`config.mk`:
```
export PLATFORM = sky130hd
export DESIGN_NAME = rx_addr_filter
export DESIGN_NICKNAME = d
export VERILOG_FILES = /design/src/rtl/rx_filt_pkg.sv /design/src/rtl/rx_rd_seq.sv /design/src/rtl/rx_word_pack.sv /design/src/rtl/rx_frame_ctl.sv /design/src/rtl/rx_addr_filter.sv
export SDC_FILE = /design/constraint.sdc
export NUM_CORES = 1
export LEC_CHECK = 0
export ABC_CLOCK_PERIOD_IN_PS = 7150
export CELL_PAD_IN_SITES_DETAIL_PLACEMENT = 1
export CELL_PAD_IN_SITES_GLOBAL_PLACEMENT = 1
export CORE_MARGIN = 2
export CORE_UTILIZATION = 48
export DETAILED_ROUTE_END_ITERATION = 7
export DONT_BUFFER_PORTS = 1
export PLACE_DENSITY_LB_ADDON = 0.1
export SYNTH_ARGS = -nofsm -noshare
export SYNTH_HDL_FRONTEND = slang
export SYNTH_HIERARCHICAL = 1
export SYNTH_SLANG_ARGS = --single-unit
```
`constraint.sdc`:
```
create_clock -name clk_i -period 7.15 [get_ports clk_i]
set_input_delay 1.43 -clock clk_i [delete_from_list [all_inputs] [get_ports clk_i]]
set_output_delay 1.43 -clock clk_i [all_outputs]
set_load 0.01 [all_outputs]
```
`src/rtl/rx_filt_pkg.sv`:
```
package rx_filt_pkg;
  typedef enum logic [2:0] {
    ST_LEN,
    ST_DEST,
    ST_BODY,
    ST_FLUSH,
    ST_DRAIN
  } frame_st_e;
endpackage

```
`src/rtl/rx_rd_seq.sv`:
```
module rx_rd_seq (
  input  logic clk_i,
  input  logic rst_ni,
  input  logic fetch_en_i,
  input  logic hold_i,
  input  logic fifo_nempty_i,
  input  logic out_full_i,
  input  logic rd_valid_i,
  output logic rd_req_o,
  output logic cs_o
);
  logic req_q, pend_q, req_d;

  assign req_d = fetch_en_i && fifo_nempty_i && !out_full_i && !pend_q;

  always_ff @(posedge clk_i or negedge rst_ni) begin
    if (!rst_ni) begin
      req_q  <= 1'b0;
      pend_q <= 1'b0;
    end else begin
      req_q <= req_d;
      if (req_d)           pend_q <= 1'b1;
      else if (rd_valid_i) pend_q <= 1'b0;
    end
  end

  assign rd_req_o = req_q;
  // held across a frame, dropped while output is stalled
  assign cs_o = pend_q | (hold_i & ~out_full_i);

  a_r2_req_nempty: assert property (@(posedge clk_i) disable iff (!rst_ni)
    rd_req_o |-> $past(fifo_nempty_i));
  a_r2_one_out: assert property (@(posedge clk_i) disable iff (!rst_ni)
    rd_req_o |=> !rd_req_o);
  a_r8_no_req_full: assert property (@(posedge clk_i) disable iff (!rst_ni)
    rd_req_o |-> !$past(out_full_i));
  a_r8_cs_paused: assert property (@(posedge clk_i) disable iff (!rst_ni)
    (out_full_i && !pend_q) |-> !cs_o);
endmodule

```
`src/rtl/rx_word_pack.sv`:
```
module rx_word_pack #(
  parameter int BYTES = 4
) (
  input  logic               clk_i,
  input  logic               rst_ni,
  input  logic               byte_v_i,
  input  logic [7:0]         byte_i,
  input  logic               close_i,
  output logic               push_o,
  output logic [8*BYTES-1:0] word_o
);
  localparam int W  = 8 * BYTES;
  localparam int IW = (BYTES > 1) ? $clog2(BYTES) : 1;

  logic [W-1:0]  acc_q, acc_ins, word_q;
  logic [IW-1:0] idx_q;
  logic          have_q, push_q;

  always_comb begin
    acc_ins = acc_q;
    for (int k = 0; k < BYTES; k++)
      if (idx_q == IW'(k)) acc_ins[W-1-8*k -: 8] = byte_i;
  end

  always_ff @(posedge clk_i or negedge rst_ni) begin
    if (!rst_ni) begin
      acc_q  <= '0;
      word_q <= '0;
      idx_q  <= '0;
      have_q <= 1'b0;
      push_q <= 1'b0;
    end else begin
      push_q <= 1'b0;
      if (byte_v_i) begin
        if (idx_q == IW'(BYTES - 1)) begin
          word_q <= acc_ins;
          push_q <= 1'b1;
          acc_q  <= '0;
          idx_q  <= '0;
          have_q <= 1'b0;
        end else begin
          acc_q  <= acc_ins;
          idx_q  <= idx_q + 1'b1;
          have_q <= 1'b1;
        end
      end else if (close_i && have_q) begin
        word_q <= acc_q;  // unused low bytes already zero
        push_q <= 1'b1;
        acc_q  <= '0;
        idx_q  <= '0;
        have_q <= 1'b0;
      end
    end
  end

  assign push_o = push_q;
  assign word_o = word_q;

  a_r7_push_pulse: assert property (@(posedge clk_i) disable iff (!rst_ni)
    push_o |=> !push_o);
  a_r7_empty_idx: assert property (@(posedge clk_i) disable iff (!rst_ni)
    !have_q |-> (idx_q == '0 && acc_q == '0));
endmodule

```
`src/rtl/rx_frame_ctl.sv`:
```
module rx_frame_ctl
  import rx_filt_pkg::*;
#(
  parameter int         MAX_LEN = 127,
  parameter logic [7:0] BCAST   = 8'hFF
) (
  input  logic       clk_i,
  input  logic       rst_ni,
  input  logic [7:0] node_addr0_i,
  input  logic [7:0] node_addr1_i,
  input  logic       fifo_nempty_i,
  input  logic       rd_valid_i,
  input  logic [7:0] rd_byte_i,
  output logic       fetch_en_o,
  output logic       hold_o,
  output logic       flush_o,
  output logic       pay_v_o,
  output logic       close_o
);
  localparam int TRAILER = 2;

  frame_st_e  st_q;
  logic [7:0] rem_q;
  logic       keep_q, addr_hit, len_bad;

  assign addr_hit = (rd_byte_i == BCAST) ||
                    ((rd_byte_i != 8'd0) &&
                     ((rd_byte_i == node_addr0_i) || (rd_byte_i == node_addr1_i)));
  assign len_bad  = (rd_byte_i == 8'd0) || (rd_byte_i > 8'(MAX_LEN));

  always_ff @(posedge clk_i or negedge rst_ni) begin
    if (!rst_ni) begin
      st_q   <= ST_LEN;
      rem_q  <= '0;
      keep_q <= 1'b0;
    end else begin
      unique case (st_q)
        ST_LEN: if (rd_valid_i) begin
          if (len_bad) st_q <= ST_FLUSH;
          else begin
            rem_q <= rd_byte_i - 8'd1;
            st_q  <= ST_DEST;
          end
        end
        ST_DEST: if (rd_valid_i) begin
          keep_q <= addr_hit;
          st_q   <= (rem_q == 8'd0) ? ST_LEN : ST_BODY;
        end
        ST_BODY: if (rd_valid_i) begin
          rem_q <= rem_q - 8'd1;
          if (rem_q == 8'd1) st_q <= ST_LEN;
        end
        ST_FLUSH: st_q <= ST_DRAIN;
        ST_DRAIN: if (!fifo_nempty_i) st_q <= ST_LEN;
        default:  st_q <= ST_LEN;
      endcase
    end
  end

  assign fetch_en_o = (st_q == ST_LEN) || (st_q == ST_DEST) || (st_q == ST_BODY);
  assign hold_o     = (st_q == ST_DEST) || (st_q == ST_BODY);
  assign flush_o    = (st_q == ST_FLUSH);
  assign pay_v_o    = (st_q == ST_BODY) && rd_valid_i && keep_q && (rem_q > 8'(TRAILER));
  assign close_o    = (st_q == ST_BODY) && rd_valid_i && (rem_q == 8'd1);

  a_r3_bad_len: assert property (@(posedge clk_i) disable iff (!rst_ni)
    (st_q == ST_LEN && rd_valid_i && len_bad) |=> flush_o);
  a_r3_flush_pulse: assert property (@(posedge clk_i) disable iff (!rst_ni)
    flush_o |=> !flush_o);
  a_r4_zero_drop: assert property (@(posedge clk_i) disable iff (!rst_ni)
    (st_q == ST_DEST && rd_valid_i && rd_byte_i == 8'd0) |=> !keep_q);
  a_r4_bcast_keep: assert property (@(posedge clk_i) disable iff (!rst_ni)
    (st_q == ST_DEST && rd_valid_i && rd_byte_i == BCAST) |=> keep_q);
  a_r5_drop_silent: assert property (@(posedge clk_i) disable iff (!rst_ni)
    (st_q == ST_BODY && !keep_q) |-> !pay_v_o);
endmodule

```
`src/rtl/rx_addr_filter.sv`:
```
module rx_addr_filter #(
  parameter int         WORD_BYTES = 4,
  parameter int         MAX_LEN    = 127,
  parameter logic [7:0] BCAST      = 8'hFF
) (
  input  logic                    clk_i,
  input  logic                    rst_ni,
  input  logic [7:0]              node_addr0_i,
  input  logic [7:0]              node_addr1_i,
  input  logic                    fifo_nempty_i,
  output logic                    rd_req_o,
  output logic                    cs_o,
  input  logic                    rd_valid_i,
  input  logic [7:0]              rd_byte_i,
  output logic                    flush_o,
  input  logic                    out_full_i,
  output logic                    out_push_o,
  output logic [8*WORD_BYTES-1:0] out_word_o
);
  logic fetch_en, hold, pay_v, close_w;

  rx_frame_ctl #(.MAX_LEN(MAX_LEN), .BCAST(BCAST)) u_ctl (
    .clk_i, .rst_ni, .node_addr0_i, .node_addr1_i, .fifo_nempty_i,
    .rd_valid_i, .rd_byte_i,
    .fetch_en_o(fetch_en), .hold_o(hold), .flush_o,
    .pay_v_o(pay_v), .close_o(close_w)
  );

  rx_rd_seq u_seq (
    .clk_i, .rst_ni, .fetch_en_i(fetch_en), .hold_i(hold),
    .fifo_nempty_i, .out_full_i, .rd_valid_i, .rd_req_o, .cs_o
  );

  rx_word_pack #(.BYTES(WORD_BYTES)) u_pack (
    .clk_i, .rst_ni, .byte_v_i(pay_v), .byte_i(rd_byte_i), .close_i(close_w),
    .push_o(out_push_o), .word_o(out_word_o)
  );

  a_r1_reset_quiet: assert property (@(posedge clk_i)
    !rst_ni |-> (!rd_req_o && !cs_o && !flush_o && !out_push_o));
endmodule

```
* Yosys cells after proc, flatten, opt, wreduce, memory -nomap -nowiden *
Cells that the tools add are included.

storage, ports and cells
  flip-flop bits (word level) = 82
  input bits = 29
  output and inout bits = 36

operators by class
  reduce and logical (&&, ||, !) cells = 29
  multiplexer cells = 33
  add/subtract/negate cells = 3
  equal/unequal tests = 18
  magnitude comparators = 2
  bitwise gates (word level) = 3

operator list
  operator                                                                          number
  32-bit two-way mux                                                                6
  8-bit two-way mux                                                                 7
  8-bit equality test                                                               2
  8-bit zero test                                                                   2
  8-bit one-hot mux with 2 select lines                                             1
  8-bit by 1-bit subtractor with 8-bit output (second input constant)               2
  3-bit two-way mux                                                                 5
  3-bit one-hot mux with 5 select lines                                             1
  2-bit two-way mux                                                                 5
  2-bit != test (second input constant)                                             5
  1-bit logical AND                                                                 9
  8-bit by 1-bit equality test with 1-bit output (second input constant)            1
  8-bit equality test (second input constant)                                       1
  8-bit by 2-bit greater-than comparator with 1-bit output (second input constant)  1
  8-bit by 7-bit greater-than comparator with 1-bit output (second input constant)  1
  1-bit two-way mux                                                                 8
  8-bit nonzero test                                                                1
  3-bit by 2-bit equality test with 1-bit output (second input constant)            2
  1-bit logical OR                                                                  6
  2-bit nonzero test                                                                3
  5-bit AND reduction                                                               1
  2-bit equality test (second input constant)                                       2
  2-bit by 1-bit != test with 1-bit output (second input constant)                  2
  2-bit AND reduction                                                               2
  other kinds (11)                                                                  12

* Logic depth before layout (Yosys ltp) *
  depth in word-level cells = 7
  depth in mapped cells = 9

* Hierarchy *
The synthesis kept the hierarchy.

by module, submodules not included
  module        cells an instance  instances  area an instance (um^2)
  rx_word_pack  196                1          3,014.1
  rx_frame_ctl  149                1          1,261.2
  rx_rd_seq     7                  1          97.6

* Worst setup path after synthesis *
Ideal clock, no wire load.

  kind = input to output
  start point = in out_full_i
  end point = out cs_o
  data arrival time = 1,640 ps
  path slack = 4,080 ps
  data required time = 5,720 ps
  cell stages on the path = 2
  cells stage by stage = inv_1 -> a21o_1

between the ends
  cells in the longest elaborated chain, start to end = 3

RTL lines
  element           RTL line              source
  from (decl)       rx_addr_filter.sv:16  input logic out_full_i,
  1-bit NOT         rx_rd_seq.sv:29       assign cs_o = pend_q | (hold_i & ~out_full_i);
  1-bit AND         rx_rd_seq.sv:29
  1-bit bitwise OR  rx_rd_seq.sv:29
  to (decl)         rx_addr_filter.sv:12  output logic cs_o,

Every way passes these cells.

* Final worst setup path *
  start point = reg u_ctl.rem_q[4]
  end point = reg u_pack.word_q[31] (netlist: u_pack/word_o[31])

between the ends
  elaborated cells between the ends (all ways) = 9

RTL lines
  element                                                                                          RTL line              source
  from (decl)                                                                                      rx_frame_ctl.sv:23    logic [7:0] rem_q;
  from (signal assigned)                                                                           rx_frame_ctl.sv:41    rem_q <= rd_byte_i - 8'd1;
  from (signal assigned)                                                                           rx_frame_ctl.sv:50    rem_q <= rem_q - 8'd1;
  8-bit by 2-bit greater-than comparator with 1-bit output (*)                                     rx_frame_ctl.sv:63    assign pay_v_o = (st_q == ST_BODY) && rd_valid_i && keep_q && (rem_q > 8'(TRAILER));
  1-bit logical AND (*)                                                                            rx_frame_ctl.sv:63
  named net pay_v                                                                                  rx_addr_filter.sv:20  logic fetch_en, hold, pay_v, close_w;
  2-bit by 1-bit != test with 1-bit output (no line) / 2-bit nonzero test (equally long branches)  --
  2-bit AND reduction (no line)                                                                    --
  to (signal assigned)                                                                             rx_word_pack.sv:36    word_q <= acc_ins;
  to (signal assigned)                                                                             rx_word_pack.sv:47    word_q <= acc_q;
  to (decl)                                                                                        rx_word_pack.sv:15    logic [W-1:0] acc_q, acc_ins, word_q;

The timed path passes the listed nets; every way through them passes the cells marked *.
A chain may end at the register's enable or synchronous reset.

==> results.toml <==
[sta]
fin_worst_skew_ns = 0.0127
max_freq_mhz = 302
final_min_period_ns = 3.31
worst_pin_slew_ns = 0.728
hold_ws_ns = 0.486
slew_violations = 0
grt_setup_unrepaired = "false"
max_slew_margin = 0.515
finalHoldViolCount = 0
final_critical_path_setup_slack_ns = 3.84
setup_total_negative_slack_ns = 0
final_number_of_setup_violating_endpoints = 0
fin_crit_sh = 0.463

[synthesis]
synthMostInstantiatedCell = "sky130_fd_sc_hd__dfrtp_1"
synth-seq-area-share = 0.469
synth_cell_type_count = 49
dominantRegCellSynth = "sky130_fd_sc_hd__dfrtp_1"
synth_edf_count = 0
ys_seq_elements = 82
postSynthNetCount = 392
netlist_top_cells_count = "82 x sky130_fd_sc_hd__dfrtp_1, 36 x sky130_fd_sc_hd__mux2_2, 28 x sky130_fd_sc_hd__mux2_4, 26 x sky130_fd_sc_hd__a22o_1, 20 x sky130_fd_sc_hd__xnor2_1"
count_of_yosys_warnings_during_synthesis = 6
syn-instance-count = 352
ys_top_cells_by_area = "sky130_fd_sc_hd__dfrtp_1 47%, sky130_fd_sc_hd__mux2_4 9.6%, sky130_fd_sc_hd__mux2_2 9.3%, sky130_fd_sc_hd__a22o_1 5.2%, sky130_fd_sc_hd__xnor2_1 4.0%"
async_set_or_reset_flop_fraction_in_the_synthesized_netlist = 1.00
synth.avg_cell_area_sq_um = 12.4
total_standard_cell_area_after_synthesis_sq_mm = 0.00437
library_cell_with_the_largest_summed_area_after_synthesis = "sky130_fd_sc_hd__dfrtp_1"
yosys.area.top_type_share = 0.469

[power]
power.net_switching_uw = 489
power.sequential.fraction = 0.488
cellInternalPower_uw = 964
ir_worst_vdd_mv = 0.142
switching_share = 0.336
share_comb_of_total_power = 0.274
cellLeakagePower_nw = 2.13
power_density_mw_per_mm2 = 316
clockPowerShare = 0.237

[final_layout]
synthToLayoutAreaGrowth_pct = 5.26
layout.nets = 389
antenna_cells_inserted = 0
fillCellCount = 906
layout.cells.non_filler = 462
post_route_cells_drive_above_1_share = 0.285

[grt]
global_route.usage.met1 = 0.284
first_global_vias = 2935
grt_start_max_net_pins = 83
globalRouteMet3Util = 0.0583
busiest_layer = "met2"
grt.total_usage = 0.212
global_route.usage.met2 = 0.341
grt_remaining_overflow = 0
number_of_antenna_violations_at_the_first_check_in_global_routing = 0
grt_pass1_wl_microns = 16300

[drt]
routed_wirelength_microns = 9730
drtAntennaViolNets = 0
route.detailed.vias_per_inst = 5.92
firstDrtPassIters = 4
drt_wl_cell_microns = 21.1
remaining_drc_errors = 0
drt_iter0_drc = 89
via_total_after_detailed_routing = 2736

[worst_setup_path]
worst_ep_required_time_ns = 7.38
critical_path_peak_fanout = 34
critPathCaptureType = "flip-flop"
critPathArrivalTime_ns = 3.54
worst-setup-path-type = "reg2reg"
r2r.worst_path.cells = 7
timing.critical_path.from_type = "flip-flop"

[die]
floorplan.initialDensity = 0.499
chipWidth_microns = 99.4
die_height_microns = 99.4
floorplan.die_area_sq_mm = 0.00989
core.rowCount = 34
core-area_sq_mm = 0.00876
boundaryPins = 65

[worst_hold_path]
hp-class = "reg2reg"
hold_depth = 1

[outcome]
outcome = "finished clean"

[place]
gp_congestion = 0.771
pre_cts_ws_ns = 3.88
place_inst = 446
port_buffers = 0
hpwl_microns = 6410

[clock_tree]
clock_latency_ns = 0.35
postCtsResizedCells = 0
cts_post_setup_buffers_inserted = 0
cts.path.max_buffers = 2
cts_made_buffers = 9
ctsHoldBuffers = 0
cts_tree = "built"
path_clk_slew_ns = 0.08
numClockSinks = 82
ctsHtreeMaxLevel = 3
cts_root_buf = "sky130_fd_sc_hd__clkbuf_8"

[flow_run]
max_cap_violations = 0
layout by cell type, fill, tap and decap left out, drive strengths merged, types with 4 or more instances in the layout:
| cell type | count |
|---|---|
| nand2 | 19 |
| and4 | 4 |
| o21ai | 12 |
| nor2 | 14 |
| nor3 | 6 |
| nand4 | 6 |
| xor2 | 4 |
| clkbuf | 10 |
| nand3 | 6 |
| dfrtp | 82 |
| a22o | 26 |
| nand2b | 5 |
| mux2 | 64 |
| xnor2 | 20 |
| ha | 11 |
| and2 | 8 |
| a21oi | 13 |
| inv | 13 |
sequential cells by signal (all words and copies together) (netlist names):
| register | flops |
|---|---|
| u_pack/push_o | 1 |
| u_seq/pend_q | 1 |
| u_seq/rd_req_o | 1 |
| u_ctl/st_q | 3 |
| u_ctl/rem_q | 8 |
| u_pack/word_o | 32 |
| u_pack/acc_q | 32 |
| u_ctl/keep_q | 1 |
| u_pack/idx_q | 2 |
| u_pack/have_q | 1 |
critical path: stages, from the launching register on:
cell and delay, ns:
sky130_fd_sc_hd__dfrtp_1 0.45, sky130_fd_sc_hd__nor3_1 0.39, sky130_fd_sc_hd__nor4b_1 0.59, sky130_fd_sc_hd__o21ai_0 0.24, sky130_fd_sc_hd__and4_2 0.40, sky130_fd_sc_hd__o21a_4 0.28, sky130_fd_sc_hd__inv_4 0.44, sky130_fd_sc_hd__mux2_2 0.40
layout make-up:
cell class                 count  area [sq um]  area share
clock buffer                  10           128      0.0277
clock inverter                 6          73.8      0.0160
sequential                    82          2050       0.446
inverter                      11          43.8     0.00951
multi-input combinational    245          2170       0.472
tap                          108           135      0.0294
cell families (layout without fill, tap and decap cells):
group	count (synthesis)	after routing	share of synthesized area
buffers and inverters	25	27	0.0343
and+or+nand+nor	82	82	0.114
DFF	82	82	0.469
xor gates and xnor gates	24	24	0.0481
AOI/OAI and AO/OA	63	63	0.111
muxes	65	65	0.191
adders and majority gates	11	11	0.0315
power by group through the flow:
| stage | Sequential [mW] | Combinational, mW | Clock [mW] |
|---|---|---|---|
| finish | 0.709 | 0.399 | 0.345 |
| global route | 0.728 | 0.451 | 0.377 |
| CTS | 0.708 | 0.403 | 0.360 |
| detailed placement | 0.716 | 0.400 | 0 |
| global placement | 0.711 | 0.392 | 0 |
| floorplan | 0.665 | 0.371 | 0 |
routing by layer:
metal,share of wire,vias up
met5,0,-
met4,0.013,0
met3,0.043,11
met2,0.49,42
met1,0.46,1425
li1,-,1258
through the flow:
| step | power (mW) | utilization | area [sq um] |
|---|---|---|---|
| floorplan | 1.04 | - | 4370 |
| global placement | 1.10 | 0.502 | 4400 |
| detailed placement | 1.12 | 0.502 | 4400 |
| CTS | 1.47 | 0.525 | 4600 |
| global route | 1.56 | 0.525 | 4600 |
| finish | 1.45 | 0.525 | 4600 |
path summary, 6_finish.rpt:
check                                      from           endpoint  slack, ns
worst max-delay path             u_ctl/rem_q[4]  u_pack/word_o[31]       3.84
min in group asynchronous                rst_ni     u_seq/rd_req_o       0.76
worst min register to register  u_pack/acc_q[2]    u_pack/acc_q[2]       0.49
worst min-delay path            u_pack/acc_q[2]    u_pack/acc_q[2]       0.49
worst max register to register   u_ctl/rem_q[4]  u_pack/word_o[31]       3.84
max in group asynchronous                rst_ni      u_pack/have_q       6.24
Power figures use the tool's default switching activity.
